**config.mk**
```make
export PLATFORM = sky130hd
export DESIGN_NAME = seg_therm_decoder
export DESIGN_NICKNAME = d
export VERILOG_FILES = /design/src/rtl/seg_dec_pkg.sv /design/src/rtl/seg_row_col_split.sv /design/src/rtl/seg_therm_merge.sv /design/src/rtl/seg_delay_line.sv /design/src/rtl/seg_therm_decoder.sv
export SDC_FILE = /design/constraint.sdc
export NUM_CORES = 1
export LEC_CHECK = 0
export ABC_AREA = 0
export BUFFER_PORTS_ARGS = -buffer_cell sky130_fd_sc_hd__buf_2
export CAP_MARGIN = 20
export CORE_ASPECT_RATIO = 0.8
export CORE_MARGIN = 5
export CORE_UTILIZATION = 45
export CTS_BUF_LIST = sky130_fd_sc_hd__clkbuf_8
export DETAILED_ROUTE_END_ITERATION = 12
export HOLD_SLACK_MARGIN = 0.1
export PLACE_DENSITY_LB_ADDON = 0.08
export SLEW_MARGIN = 20
export SYNTH_ARGS = -nofsm -noshare
export SYNTH_HDL_FRONTEND = slang
export SYNTH_SLANG_ARGS = --single-unit
```
**constraint.sdc**
```tcl
create_clock -name clk -period 2.6 [get_ports clk]
set_clock_uncertainty 0.1 [all_clocks]
set_input_delay 0.13 -clock clk [delete_from_list [all_inputs] [get_ports clk]]
set_output_delay 0.13 -clock clk [all_outputs]
set_load 0.03 [all_outputs]
```
**src/rtl/seg_dec_pkg.sv**
```systemverilog
package seg_dec_pkg;

  // Number of unit-cell lines for a thermometer segment of the given width.
  function automatic int unsigned therm_lines(input int unsigned seg_bits);
    return (1 << seg_bits) - 1;
  endfunction

  // Bits of the thermometer segment that index columns (lower half).
  function automatic int unsigned col_bits_of(input int unsigned seg_bits);
    return seg_bits / 2;
  endfunction

  // Bits of the thermometer segment that index rows (upper half).
  function automatic int unsigned row_bits_of(input int unsigned seg_bits);
    return seg_bits - (seg_bits / 2);
  endfunction

  // A line at (row, col) is lit when its linear index is below the code value.
  function automatic int unsigned line_index(input int unsigned row,
                                             input int unsigned col,
                                             input int unsigned cols);
    return row * cols + col;
  endfunction

endpackage

```
**src/rtl/seg_row_col_split.sv**
```systemverilog
module seg_row_col_split
  import seg_dec_pkg::*;
#(
  parameter int unsigned SEG_W = 4,
  localparam int unsigned ROW_B = row_bits_of(SEG_W),
  localparam int unsigned COL_B = col_bits_of(SEG_W),
  localparam int unsigned ROWS  = 1 << ROW_B,
  localparam int unsigned COLS  = 1 << COL_B
) (
  input  logic             clk,
  input  logic             rst_n,
  input  logic [SEG_W-1:0] seg_i,
  output logic [ROWS-1:0]  row_hot_o,
  output logic [COLS-1:0]  col_hot_o
);

  logic [ROW_B-1:0] row_sel;
  logic [COL_B-1:0] col_sel;
  logic [ROWS-1:0]  row_hot_d;
  logic [COLS-1:0]  col_hot_d;

  assign row_sel = seg_i[SEG_W-1:COL_B];
  assign col_sel = seg_i[COL_B-1:0];

  for (genvar r = 0; r < ROWS; r++) begin : g_row
    assign row_hot_d[r] = (row_sel == ROW_B'(r));
  end

  for (genvar c = 0; c < COLS; c++) begin : g_col
    assign col_hot_d[c] = (col_sel == COL_B'(c));
  end

  // Reset state decodes code 0: row 0 and column 0 selected.
  always_ff @(posedge clk or negedge rst_n) begin
    if (!rst_n) begin
      row_hot_o <= ROWS'(1);
      col_hot_o <= COLS'(1);
    end else begin
      row_hot_o <= row_hot_d;
      col_hot_o <= col_hot_d;
    end
  end

  assert_row_onehot_R4: assert property (@(posedge clk) disable iff (!rst_n)
    $onehot(row_hot_o));
  assert_col_onehot_R4: assert property (@(posedge clk) disable iff (!rst_n)
    $onehot(col_hot_o));

endmodule

```
**src/rtl/seg_therm_merge.sv**
```systemverilog
module seg_therm_merge
  import seg_dec_pkg::*;
#(
  parameter int unsigned SEG_W = 4,
  localparam int unsigned ROW_B   = row_bits_of(SEG_W),
  localparam int unsigned COL_B   = col_bits_of(SEG_W),
  localparam int unsigned ROWS    = 1 << ROW_B,
  localparam int unsigned COLS    = 1 << COL_B,
  localparam int unsigned THERM_W = therm_lines(SEG_W)
) (
  input  logic               clk,
  input  logic               rst_n,
  input  logic [ROWS-1:0]    row_hot_i,
  input  logic [COLS-1:0]    col_hot_i,
  output logic [THERM_W-1:0] therm_o
);

  logic [ROWS-1:0]    row_above;
  logic [COLS-1:0]    col_above;
  logic [THERM_W-1:0] therm_d;

  // row_above[r]: the selected row lies above row r, so row r is fully lit.
  always_comb begin
    for (int r = 0; r < ROWS; r++) begin
      row_above[r] = 1'b0;
      for (int j = r + 1; j < ROWS; j++) row_above[r] = row_above[r] | row_hot_i[j];
    end
    for (int c = 0; c < COLS; c++) begin
      col_above[c] = 1'b0;
      for (int j = c + 1; j < COLS; j++) col_above[c] = col_above[c] | col_hot_i[j];
    end
  end

  for (genvar r = 0; r < ROWS; r++) begin : g_r
    for (genvar c = 0; c < COLS; c++) begin : g_c
      localparam int unsigned IDX = line_index(r, c, COLS);
      if (IDX < THERM_W) begin : g_line
        assign therm_d[IDX] = row_above[r] | (row_hot_i[r] & col_above[c]);
      end
    end
  end

  // Output retiming register for the unit-cell enables.
  always_ff @(posedge clk or negedge rst_n) begin
    if (!rst_n) therm_o <= '0;
    else        therm_o <= therm_d;
  end

  assert_therm_shape_R3: assert property (@(posedge clk) disable iff (!rst_n)
    (therm_o & (therm_o + THERM_W'(1))) == '0);

endmodule

```
**src/rtl/seg_delay_line.sv**
```systemverilog
module seg_delay_line #(
  parameter int unsigned WIDTH = 8,
  parameter int unsigned DEPTH = 2
) (
  input  logic             clk,
  input  logic             rst_n,
  input  logic [WIDTH-1:0] din_i,
  output logic [WIDTH-1:0] dout_o
);

  logic [WIDTH-1:0] pipe_q [DEPTH];

  for (genvar s = 0; s < DEPTH; s++) begin : g_stage
    if (s == 0) begin : g_first
      always_ff @(posedge clk or negedge rst_n) begin
        if (!rst_n) pipe_q[s] <= '0;
        else        pipe_q[s] <= din_i;
      end
    end else begin : g_next
      always_ff @(posedge clk or negedge rst_n) begin
        if (!rst_n) pipe_q[s] <= '0;
        else        pipe_q[s] <= pipe_q[s-1];
      end
    end
  end

  assign dout_o = pipe_q[DEPTH-1];

endmodule

```
**src/rtl/seg_therm_decoder.sv**
```systemverilog
module seg_therm_decoder
  import seg_dec_pkg::*;
#(
  parameter int unsigned CODE_W = 12,
  parameter int unsigned SEG_W  = 4,
  localparam int unsigned LSB_W   = CODE_W - SEG_W,
  localparam int unsigned THERM_W = therm_lines(SEG_W),
  localparam int unsigned ROWS    = 1 << row_bits_of(SEG_W),
  localparam int unsigned COLS    = 1 << col_bits_of(SEG_W),
  localparam int unsigned LATENCY = 2,
  localparam int unsigned FILL_W  = $clog2(LATENCY + 1)
) (
  input  logic               clk,
  input  logic               rst_n,
  input  logic [CODE_W-1:0]  code_i,
  output logic [THERM_W-1:0] therm_o,
  output logic [LSB_W-1:0]   lsb_o
);

  logic [SEG_W-1:0] seg_code;
  logic [LSB_W-1:0] bin_code;
  logic [ROWS-1:0]  row_hot;
  logic [COLS-1:0]  col_hot;

  assign seg_code = code_i[CODE_W-1:LSB_W];
  assign bin_code = code_i[LSB_W-1:0];

  seg_row_col_split #(.SEG_W(SEG_W)) u_split (
    .clk       (clk),
    .rst_n     (rst_n),
    .seg_i     (seg_code),
    .row_hot_o (row_hot),
    .col_hot_o (col_hot)
  );

  seg_therm_merge #(.SEG_W(SEG_W)) u_merge (
    .clk       (clk),
    .rst_n     (rst_n),
    .row_hot_i (row_hot),
    .col_hot_i (col_hot),
    .therm_o   (therm_o)
  );

  // Binary segment delayed by the decoder latency; last stage is the retime.
  seg_delay_line #(.WIDTH(LSB_W), .DEPTH(LATENCY)) u_lsb_delay (
    .clk    (clk),
    .rst_n  (rst_n),
    .din_i  (bin_code),
    .dout_o (lsb_o)
  );

  // Cycles since reset release, saturating at the pipeline depth.
  logic [FILL_W-1:0] fill_q;
  logic              pipe_full;

  always_ff @(posedge clk or negedge rst_n) begin
    if (!rst_n)                         fill_q <= '0;
    else if (fill_q != FILL_W'(LATENCY)) fill_q <= fill_q + FILL_W'(1);
  end

  assign pipe_full = (fill_q == FILL_W'(LATENCY));

  assert_therm_count_R2: assert property (@(posedge clk) disable iff (!rst_n)
    pipe_full |-> ($countones(therm_o) == int'($past(seg_code, 2))));

  assert_lsb_aligned_R5: assert property (@(posedge clk) disable iff (!rst_n)
    pipe_full |-> (lsb_o == $past(bin_code, 2)));

endmodule

```
==> run_summary.xml, run 1 <==
<?xml version="1.0" encoding="UTF-8"?>
<metrics>
  <group name="power_and_ir_drop">
    <metric name="power.static_leakage" unit="nW">0.804</metric>
    <metric name="switching_share" unit="%">24.0</metric>
    <metric name="design_power" unit="W">0.00112</metric>
    <metric name="areal_power_density_over_the_cells" unit="nW/um2">712</metric>
    <metric name="power.net_switching" unit="W">0.000269</metric>
    <metric name="comb_power_share" unit="%">11.9</metric>
    <metric name="sequentialPowerShare" unit="%">57.0</metric>
    <metric name="cell_internal_pwr" unit="W">0.000852</metric>
    <metric name="pwr-share-clk" unit="%">31.0</metric>
    <metric name="ir_drop" unit="mV">0.321</metric>
  </group>
  <group name="synthesis">
    <metric name="synth_edf_count" unit="">0</metric>
    <metric name="synth_area_leaders" unit="">sky130_fd_sc_hd__dfrtp_1, sky130_fd_sc_hd__buf_4, sky130_fd_sc_hd__dfstp_2</metric>
    <metric name="postSynth.asyncResetShare" unit="%">100</metric>
    <metric name="synth.cell_area" unit="um2">1180</metric>
    <metric name="mappedNetlistNets" unit="">89</metric>
    <metric name="synth_most_common_cell" unit="">sky130_fd_sc_hd__dfrtp_1</metric>
    <metric name="synth_area_leader_cell" unit="">sky130_fd_sc_hd__dfrtp_1</metric>
    <metric name="ys_types" unit="">17</metric>
    <metric name="dominantRegCellSynth" unit="">sky130_fd_sc_hd__dfrtp_1</metric>
    <metric name="ys_warn_count" unit="">0</metric>
    <metric name="ys_seq_elements" unit="">38</metric>
    <metric name="post_synth_most_frequent_cells" unit="">sky130_fd_sc_hd__dfrtp_1, sky130_fd_sc_hd__buf_4, sky130_fd_sc_hd__nand2_1</metric>
    <metric name="number_of_instances_in_the_synthesized_netlist" unit="">75</metric>
    <metric name="synth.avg_cell_area" unit="um2">15.8</metric>
    <metric name="ys_seq_area_share" unit="%">80.5</metric>
    <metric name="yosysTopAreaCellShare" unit="%">78.3</metric>
  </group>
  <group name="drt">
    <metric name="met3_length" unit="um">153</metric>
    <metric name="highest-signal-layer" unit="">met4</metric>
    <metric name="total_met2_wirelength_after_detailed_routing" unit="um">816</metric>
    <metric name="wl_per_cell" unit="um">10.6</metric>
    <metric name="postRouteWirelength" unit="mm">1.71</metric>
    <metric name="m1WireLength" unit="um">729</metric>
    <metric name="avgViaCountPerCell" unit="">4.04</metric>
    <metric name="starting_drc_count_in_detailed_routing" unit="">24</metric>
    <metric name="drc" unit="">0</metric>
    <metric name="drtPass1Iterations" unit="">2</metric>
    <metric name="route.vias.total" unit="">651</metric>
    <metric name="drt.antenna.violating_nets" unit="">0</metric>
  </group>
  <group name="sta">
    <metric name="finalHoldViolations" unit="">0</metric>
    <metric name="maxSlewHeadroom" unit="%">48.4</metric>
    <metric name="fin_ws" unit="ns">1.23</metric>
    <metric name="finalCritPeriodShare" unit="%">52.6</metric>
    <metric name="achievable-frequency" unit="GHz">0.731</metric>
    <metric name="grt_setup_unrepaired" unit="">no</metric>
    <metric name="fin_tns_setup" unit="ns">0</metric>
    <metric name="finalMaxSlewViolations" unit="">0</metric>
    <metric name="min_cycle_time_layout" unit="ns">1.37</metric>
    <metric name="tightestPinTransition" unit="ns">0.774</metric>
    <metric name="setup_viol" unit="">0</metric>
  </group>
  <group name="die">
    <metric name="dieWidth" unit="um">67.3</metric>
    <metric name="floorplan.core_area" unit="um2">2480</metric>
    <metric name="chipHeight" unit="um">55.8</metric>
    <metric name="row_count" unit="">16</metric>
    <metric name="die-area" unit="um2">3760</metric>
    <metric name="initial_utilization" unit="%">47.6</metric>
    <metric name="pin_count" unit="">37</metric>
  </group>
  <group name="critical_path">
    <metric name="worstPathCellList" unit="">dlygate4sd3_1, buf_2, nor2b_1, dlygate4sd3_1</metric>
    <metric name="cp_slowest_cell" unit="">sky130_fd_sc_hd__dlygate4sd3_1</metric>
    <metric name="critical_register_to_register_path_startpoint" unit="">u_split.col_hot_o[3]</metric>
    <metric name="req_time_crit_path" unit="ns">2.66</metric>
    <metric name="setup.worst_path.start" unit="">code_i[9]</metric>
    <metric name="crit_path_start_kind" unit="">input pin</metric>
    <metric name="worstPathArrival" unit="ns">1.43</metric>
    <metric name="critical-path-max-stage-delay" unit="ns">0.54</metric>
    <metric name="setup.worst_path.end_class" unit="">flop</metric>
    <metric name="timing.setup.critical_path_class" unit="">input pin to flop</metric>
    <metric name="cp_num_buf_inv" unit="">3</metric>
    <metric name="crit_path_max_fanout" unit="">3</metric>
    <metric name="timing.critical_path.max_delay_family" unit="">buffers and inverters</metric>
    <metric name="worst_path_most_repeated_cell" unit="">sky130_fd_sc_hd__dlygate4sd3_1</metric>
  </group>
  <group name="clocking">
    <metric name="resized_cells_post_cts" unit="">0</metric>
    <metric name="cts_buffer_count" unit="">5</metric>
    <metric name="cts_tree" unit="">built</metric>
    <metric name="clock_sink_count" unit="">38</metric>
    <metric name="clkTransAtPathRegs" unit="ns">0.07</metric>
    <metric name="htree_levels" unit="">2</metric>
    <metric name="clock_tree.buffer_depth" unit="">2</metric>
    <metric name="clk_root_buffer_cell" unit="">sky130_fd_sc_hd__clkbuf_8</metric>
    <metric name="worstSkewPairLatency" unit="ns">0.27</metric>
    <metric name="buffers_inserted_during_post_cts_setup_optimization" unit="">0</metric>
  </group>
  <group name="finish">
    <metric name="area_growth" unit="%">33.1</metric>
    <metric name="num_antenna_cells" unit="">0</metric>
    <metric name="final_core_utilization" unit="%">63.4</metric>
    <metric name="finish.instance_area" unit="um2">1570</metric>
    <metric name="final_layout_size_suffix_gt1_share" unit="%">36.8</metric>
    <metric name="final_nets" unit="">139</metric>
    <metric name="layout.area.seq" unit="um2">952</metric>
    <metric name="multi_input_combinational_cell_area" unit="um2">163</metric>
    <metric name="n_fill_cell" unit="">204</metric>
  </group>
  <group name="status">
    <metric name="run_status" unit="">finished clean</metric>
  </group>
  <group name="place">
    <metric name="place.gp.congestion" unit="">0.787</metric>
    <metric name="place_hpwl" unit="mm">1.16</metric>
    <metric name="port_buf_inserts" unit="">36</metric>
    <metric name="place_ws" unit="ns">1.33</metric>
    <metric name="detailed_place.area" unit="um2">1350</metric>
  </group>
  <group name="global_routing">
    <metric name="grt_max_degree" unit="">39</metric>
    <metric name="first_global_vias" unit="">630</metric>
    <metric name="gr-total-overflow" unit="">0</metric>
    <metric name="first_pass_grt_wire_length" unit="mm">2.79</metric>
    <metric name="grt_antenna_before_repair" unit="">0</metric>
    <metric name="global_route.usage.total" unit="%">10.3</metric>
  </group>
  <group name="flow_run">
    <metric name="timing.max_cap.violations" unit="">0</metric>
  </group>
  <group name="worst_hold_path">
    <metric name="timing.hold.worst.class" unit="">flop to flop</metric>
    <metric name="timing.hold.worst.start" unit="">u_lsb_delay.pipe_q[15]</metric>
  </group>
</metrics>
[registers in the layout, summed over array words and instances, names as in the netlist]
name and count:
u_split.row_hot_o 4, u_lsb_delay.pipe_q 8, u_split.col_hot_o 3, u_lsb_delay.dout_o 8, u_merge.therm_o 15
[metrics by stage]
step	cells	hold slack [ns]
after detailed placement	139	0.139
after floorplan	75	-0.266
final	161	0.248
after global placement	139	0.137
after global routing	161	0.254
after CTS	161	0.251
[final timing paths]
| check | slack, ns | cells after the start | end |
|---|---|---|---|
| max | 1.23 | 4 | u_split.col_hot_o[2] |
| min | 0.25 | 0 | u_lsb_delay.dout_o[7] |
| max reg2reg | 1.32 | 2 | u_merge.therm_o[4] |
| min reg2reg | 0.25 | 0 | u_lsb_delay.dout_o[7] |
| max in group asynchronous | 1.54 | 2 | u_lsb_delay.dout_o[3] |
| min in group asynchronous | 0.37 | 2 | u_lsb_delay.pipe_q[13] |
[layout make-up]
class	instances	share of cell area [%]
tap	36	2.86
multi-input combinational	27	10.3
clock buffer	5	4.37
inverter	2	0.477
clock inverter	2	0.477
sequential	38	60.5
timing repair buffer	51	21.0
[routing by layer]
| layer | up-vias | global-route usage (%) |
|---|---|---|
| met5 | - | 0 |
| met4 | 0 | 6.07 |
| met3 | 2 | 5.05 |
| met2 | 22 | 14.8 |
| met1 | 302 | 12.4 |
| li1 | 325 | - |
[kinds of logic (layout without fill, tap and decap cells)]
| kind of cell | Yosys count | count (layout) | share of synthesized area, % |
|---|---|---|---|
| buffers and inverters | 10 | 60 | 5.71 |
| AOI/OAI and AO/OA | 8 | 8 | 4.55 |
| and+or+nand+nor | 19 | 19 | 9.21 |
| DFF | 38 | 38 | 80.5 |
[layout by cell type (no fill, tap or decap)]
master / instances
sky130_fd_sc_hd__nor3_2: 1
sky130_fd_sc_hd__o21ai_0: 3
sky130_fd_sc_hd__o21a_1: 1
sky130_fd_sc_hd__nand2b_1: 1
sky130_fd_sc_hd__and2_1: 3
sky130_fd_sc_hd__dfstp_2: 1
sky130_fd_sc_hd__or3_4: 1
sky130_fd_sc_hd__nor2b_1: 4
sky130_fd_sc_hd__buf_2: 36
sky130_fd_sc_hd__a21o_1: 3
sky130_fd_sc_hd__nand2_1: 6
sky130_fd_sc_hd__inv_1: 3
sky130_fd_sc_hd__and2_2: 1
sky130_fd_sc_hd__dlygate4sd3_1: 15
sky130_fd_sc_hd__a21o_2: 1
sky130_fd_sc_hd__clkinv_1: 1
sky130_fd_sc_hd__nor2_1: 2
sky130_fd_sc_hd__clkbuf_8: 5
sky130_fd_sc_hd__dfrtp_1: 37
[what timing repair did]
action                     4_1_cts  5_1_grt
hold endpoints to repair        52        0
hold buffers                    15        0
setup endpoints to repair        0        0
[power groups by stage]
stage / registers (W) / clock network (W) / logic [W]
after floorplan: 0.000686 / 0 / 0.0000417
after global placement: 0.000651 / 0 / 0.000118
after detailed placement: 0.000651 / 0 / 0.000119
after CTS: 0.000640 / 0.000360 / 0.000136
after global routing: 0.000643 / 0.000382 / 0.000145
final: 0.000640 / 0.000348 / 0.000134
[worst register-to-register path, stage by stage, from the launching register on]
cell and delay [ns]:
sky130_fd_sc_hd__dfrtp_1 0.45, sky130_fd_sc_hd__or3_4 0.43, sky130_fd_sc_hd__a21o_1 0.19
(Power assumes the default switching activity.)
==> run 2, diff against run 1 <==
ABC_AREA = 1   (was 0)
clock period = 1.26 ns   (was 2.6 ns; I/O delays follow)
==> run 2 against run 1 <==
  * Area after synthesis up 0.85%
  * Clock power rose to 2.9 times the previous value
  * Power up 130%
  * Sequential power up 110%
  * Flip-flop and latch count unchanged
  * Final area up 3.6%
  * First-iteration DRC count up 8.3%
  * Critical path depth unchanged
  * Critical endpoint is now u_merge.therm_o[0]
==> run_summary.xml, run 2 <==
<?xml version="1.0" encoding="UTF-8"?>
<metrics>
  <group name="worst_hold_path">
    <metric name="timing.hold.worst.class" unit="">input pin to async pin</metric>
  </group>
  <group name="critical_path">
    <metric name="crit_path_start_kind" unit="">flop</metric>
    <metric name="cp_slowest_cell" unit="">sky130_fd_sc_hd__dfrtp_1</metric>
    <metric name="req_time_crit_path" unit="ns">1.33</metric>
    <metric name="setup.worst_path.end_class" unit="">flop</metric>
    <metric name="worstPathArrival" unit="ns">1.09</metric>
    <metric name="crit_path_max_fanout" unit="">4</metric>
    <metric name="critical-path-max-stage-delay" unit="ns">0.39</metric>
    <metric name="timing.setup.critical_path_class" unit="">flop to flop</metric>
    <metric name="critical_register_to_register_path_startpoint" unit="">u_split.row_hot_o[2]</metric>
    <metric name="setup.worst_path.start" unit="">u_split.row_hot_o[2]</metric>
    <metric name="worstPathCellList" unit="">inv_1, nand2_2, nor2_2, nand2_1</metric>
  </group>
  <group name="global_routing">
    <metric name="grt_max_degree" unit="">39</metric>
    <metric name="first_global_vias" unit="">700</metric>
    <metric name="grt_antenna_before_repair" unit="">0</metric>
    <metric name="global_route.usage.total" unit="%">11.9</metric>
    <metric name="gr-total-overflow" unit="">0</metric>
    <metric name="first_pass_grt_wire_length" unit="mm">3.06</metric>
  </group>
  <group name="sta">
    <metric name="finalHoldViolations" unit="">0</metric>
    <metric name="finalMaxSlewViolations" unit="">0</metric>
    <metric name="tightestPinTransition" unit="ns">0.197</metric>
    <metric name="maxSlewHeadroom" unit="%">86.9</metric>
    <metric name="grt_setup_unrepaired" unit="">no</metric>
    <metric name="min_cycle_time_layout" unit="ns">1.02</metric>
    <metric name="achievable-frequency" unit="GHz">0.980</metric>
    <metric name="setup_viol" unit="">0</metric>
    <metric name="fin_tns_setup" unit="ns">0</metric>
    <metric name="finalCritPeriodShare" unit="%">80.9</metric>
  </group>
  <group name="finish">
    <metric name="regMostFlops" unit="">u_merge.therm_o</metric>
    <metric name="area_growth" unit="%">36.7</metric>
    <metric name="final_core_utilization" unit="%">65.7</metric>
    <metric name="largest_reg_flops" unit="">15</metric>
    <metric name="final_layout_size_suffix_gt1_share" unit="%">36.2</metric>
    <metric name="final_common_cell" unit="">sky130_fd_sc_hd__dfrtp_1</metric>
    <metric name="final_nets" unit="">152</metric>
    <metric name="mostFrequentLayoutCells" unit="">sky130_fd_sc_hd__dfrtp_1, sky130_fd_sc_hd__buf_2, sky130_fd_sc_hd__dlygate4sd3_1</metric>
    <metric name="n_fill_cell" unit="">211</metric>
    <metric name="num_antenna_cells" unit="">0</metric>
  </group>
  <group name="clocking">
    <metric name="cts_tree" unit="">built</metric>
    <metric name="clock_sink_count" unit="">38</metric>
    <metric name="clkTransAtPathRegs" unit="ns">0.07</metric>
    <metric name="htree_levels" unit="">2</metric>
    <metric name="resized_cells_post_cts" unit="">0</metric>
    <metric name="clk_root_buffer_cell" unit="">sky130_fd_sc_hd__clkbuf_8</metric>
    <metric name="buffers_inserted_during_post_cts_setup_optimization" unit="">0</metric>
    <metric name="cts_buffer_count" unit="">5</metric>
    <metric name="worstSkewPairLatency" unit="ns">0.28</metric>
    <metric name="clock_tree.buffer_depth" unit="">2</metric>
  </group>
  <group name="synthesis">
    <metric name="ys_types" unit="">12</metric>
    <metric name="mappedNetlistNets" unit="">102</metric>
    <metric name="post_synth_most_frequent_cells" unit="">sky130_fd_sc_hd__dfrtp_1, sky130_fd_sc_hd__inv_1, sky130_fd_sc_hd__nand2_1</metric>
    <metric name="ys_warn_count" unit="">0</metric>
    <metric name="synth.area.mux_share" unit="%">0</metric>
    <metric name="yosysTopAreaCellShare" unit="%">77.6</metric>
    <metric name="synth_compound_gate_area_share" unit="%">2.52</metric>
    <metric name="synth.avg_cell_area" unit="um2">13.5</metric>
    <metric name="number_of_instances_in_the_synthesized_netlist" unit="">88</metric>
    <metric name="ys_seq_elements" unit="">38</metric>
    <metric name="synth_most_common_cell" unit="">sky130_fd_sc_hd__dfrtp_1</metric>
    <metric name="synth_edf_count" unit="">0</metric>
    <metric name="synth.cell_area" unit="um2">1190</metric>
    <metric name="synth_xor_xnor_area_share" unit="%">0</metric>
    <metric name="postSynth.asyncResetShare" unit="%">100</metric>
    <metric name="synth-adder-area-share" unit="%">0</metric>
    <metric name="ys_seq_area_share" unit="%">79.9</metric>
    <metric name="synth_area_leader_cell" unit="">sky130_fd_sc_hd__dfrtp_1</metric>
    <metric name="largest_family_of_logic_cells_by_synthesized_area" unit="">buffers and inverters</metric>
    <metric name="dominantRegCellSynth" unit="">sky130_fd_sc_hd__dfrtp_1</metric>
    <metric name="synthSimpleGateAreaFrac" unit="%">8.18</metric>
    <metric name="synth_area_leaders" unit="">sky130_fd_sc_hd__dfrtp_1, sky130_fd_sc_hd__buf_4, sky130_fd_sc_hd__inv_1</metric>
  </group>
  <group name="flow_run">
    <metric name="timing.max_cap.violations" unit="">0</metric>
  </group>
  <group name="drt">
    <metric name="route.vias.total" unit="">700</metric>
    <metric name="drc" unit="">0</metric>
    <metric name="drtPass1Iterations" unit="">2</metric>
    <metric name="starting_drc_count_in_detailed_routing" unit="">26</metric>
    <metric name="wl_per_cell" unit="um">10.7</metric>
    <metric name="postRouteWirelength" unit="mm">1.86</metric>
    <metric name="drt.antenna.violating_nets" unit="">0</metric>
    <metric name="avgViaCountPerCell" unit="">4.02</metric>
  </group>
  <group name="die">
    <metric name="row_count" unit="">16</metric>
    <metric name="die-area" unit="um2">3790</metric>
    <metric name="pin_count" unit="">37</metric>
    <metric name="initial_utilization" unit="%">48.0</metric>
    <metric name="floorplan.core_area" unit="um2">2480</metric>
    <metric name="dieWidth" unit="um">67.6</metric>
    <metric name="chipHeight" unit="um">56.0</metric>
  </group>
  <group name="power_and_ir_drop">
    <metric name="areal_power_density_over_the_cells" unit="nW/um2">1600</metric>
    <metric name="ir_drop" unit="mV">1.11</metric>
    <metric name="power.static_leakage" unit="nW">0.859</metric>
  </group>
  <group name="status">
    <metric name="run_status" unit="">finished clean</metric>
  </group>
  <group name="place">
    <metric name="place.gp.congestion" unit="">0.724</metric>
    <metric name="port_buf_inserts" unit="">36</metric>
    <metric name="place_hpwl" unit="mm">1.29</metric>
  </group>
</metrics>
-- run 2: layout make-up --
class                   count  area (um2)  share of cell area [%]
well taps                  36        45.0                    2.76
repair buffers             51         340                    20.9
clock inverters             1        30.0                    1.84
inverters                  14        52.6                    3.22
flip-flops and latches     38         952                    58.4
multi-input cells          28         128                    7.83
clock buffers               6        82.6                    5.07
-- run 2: critical path: cells and delay by family (launching register included) --
kind | cells | cell delay, ns
and+or+nand+nor | 3 | 0.30
DFF | 1 | 0.39
buffers and inverters | 1 | 0.12
-- run 2: kinds of logic (layout without fill, tap and decap cells) --
group | Yosys count | count (layout)
flops | 38 | 38
buf+inv | 22 | 72
simple gates | 22 | 22
compound gates | 6 | 6
-- run 2: path summary, 6_finish.rpt --
| path | end | slack, ns | depth (start not counted) |
|---|---|---|---|
| hold reg to reg | u_lsb_delay.dout_o[1] | 0.25 | 0 |
| setup reg to reg | u_merge.therm_o[0] | 0.24 | 4 |
| max in group asynchronous | u_split.row_hot_o[0] | 0.65 | 3 |
| min in group clk | u_lsb_delay.dout_o[1] | 0.25 | 0 |
| setup / recovery | u_merge.therm_o[0] | 0.24 | 4 |
| hold / removal | u_lsb_delay.pipe_q[10] | 0.17 | 3 |
-- run 2: per-stage QoR --
step                      cell area (um2)  power (W)  setup WS (ns)  std cells  hold slack (ns)
after floorplan                      1190    0.00150          0.326         88           -0.333
after global placement               1380    0.00160          0.271        153          -0.0649
after detailed placement             1380    0.00160          0.240        153          -0.0634
after CTS                            1630    0.00264         0.0398        174            0.168
after global routing                 1630    0.00273          0.160        174            0.192
final                                1630    0.00261          0.240        174            0.169
-- run 2: where the power goes --
group / leakage [nW] / total [W] / internal (W) / switching (W)
Sequential: 0.456 / 0.00132 / 0.00129 / 0.0000230
Clock: 0.0573 / 0.00100 / 0.000632 / 0.000372
Combinational: 0.345 / 0.000290 / 0.000100 / 0.000190
Total: 0.859 / 0.00261 / 0.00203 / 0.000584
-- run 2: metal layers --
| layer | vias up | global-route usage [%] | share of wire [%] |
|---|---|---|---|
| li1 | 346 | - | - |
| met4 | 0 | 6.94 | 2.3 |
| met2 | 28 | 16.9 | 45 |
| met5 | - | 0 | 0 |
| met3 | 4 | 8.08 | 12 |
| met1 | 322 | 13.0 | 40 |
-- run 2: what timing repair did --
action	in CTS	in global routing
hold endpoints to repair	53	1
setup endpoints to repair	0	1
hold buffers	14	1
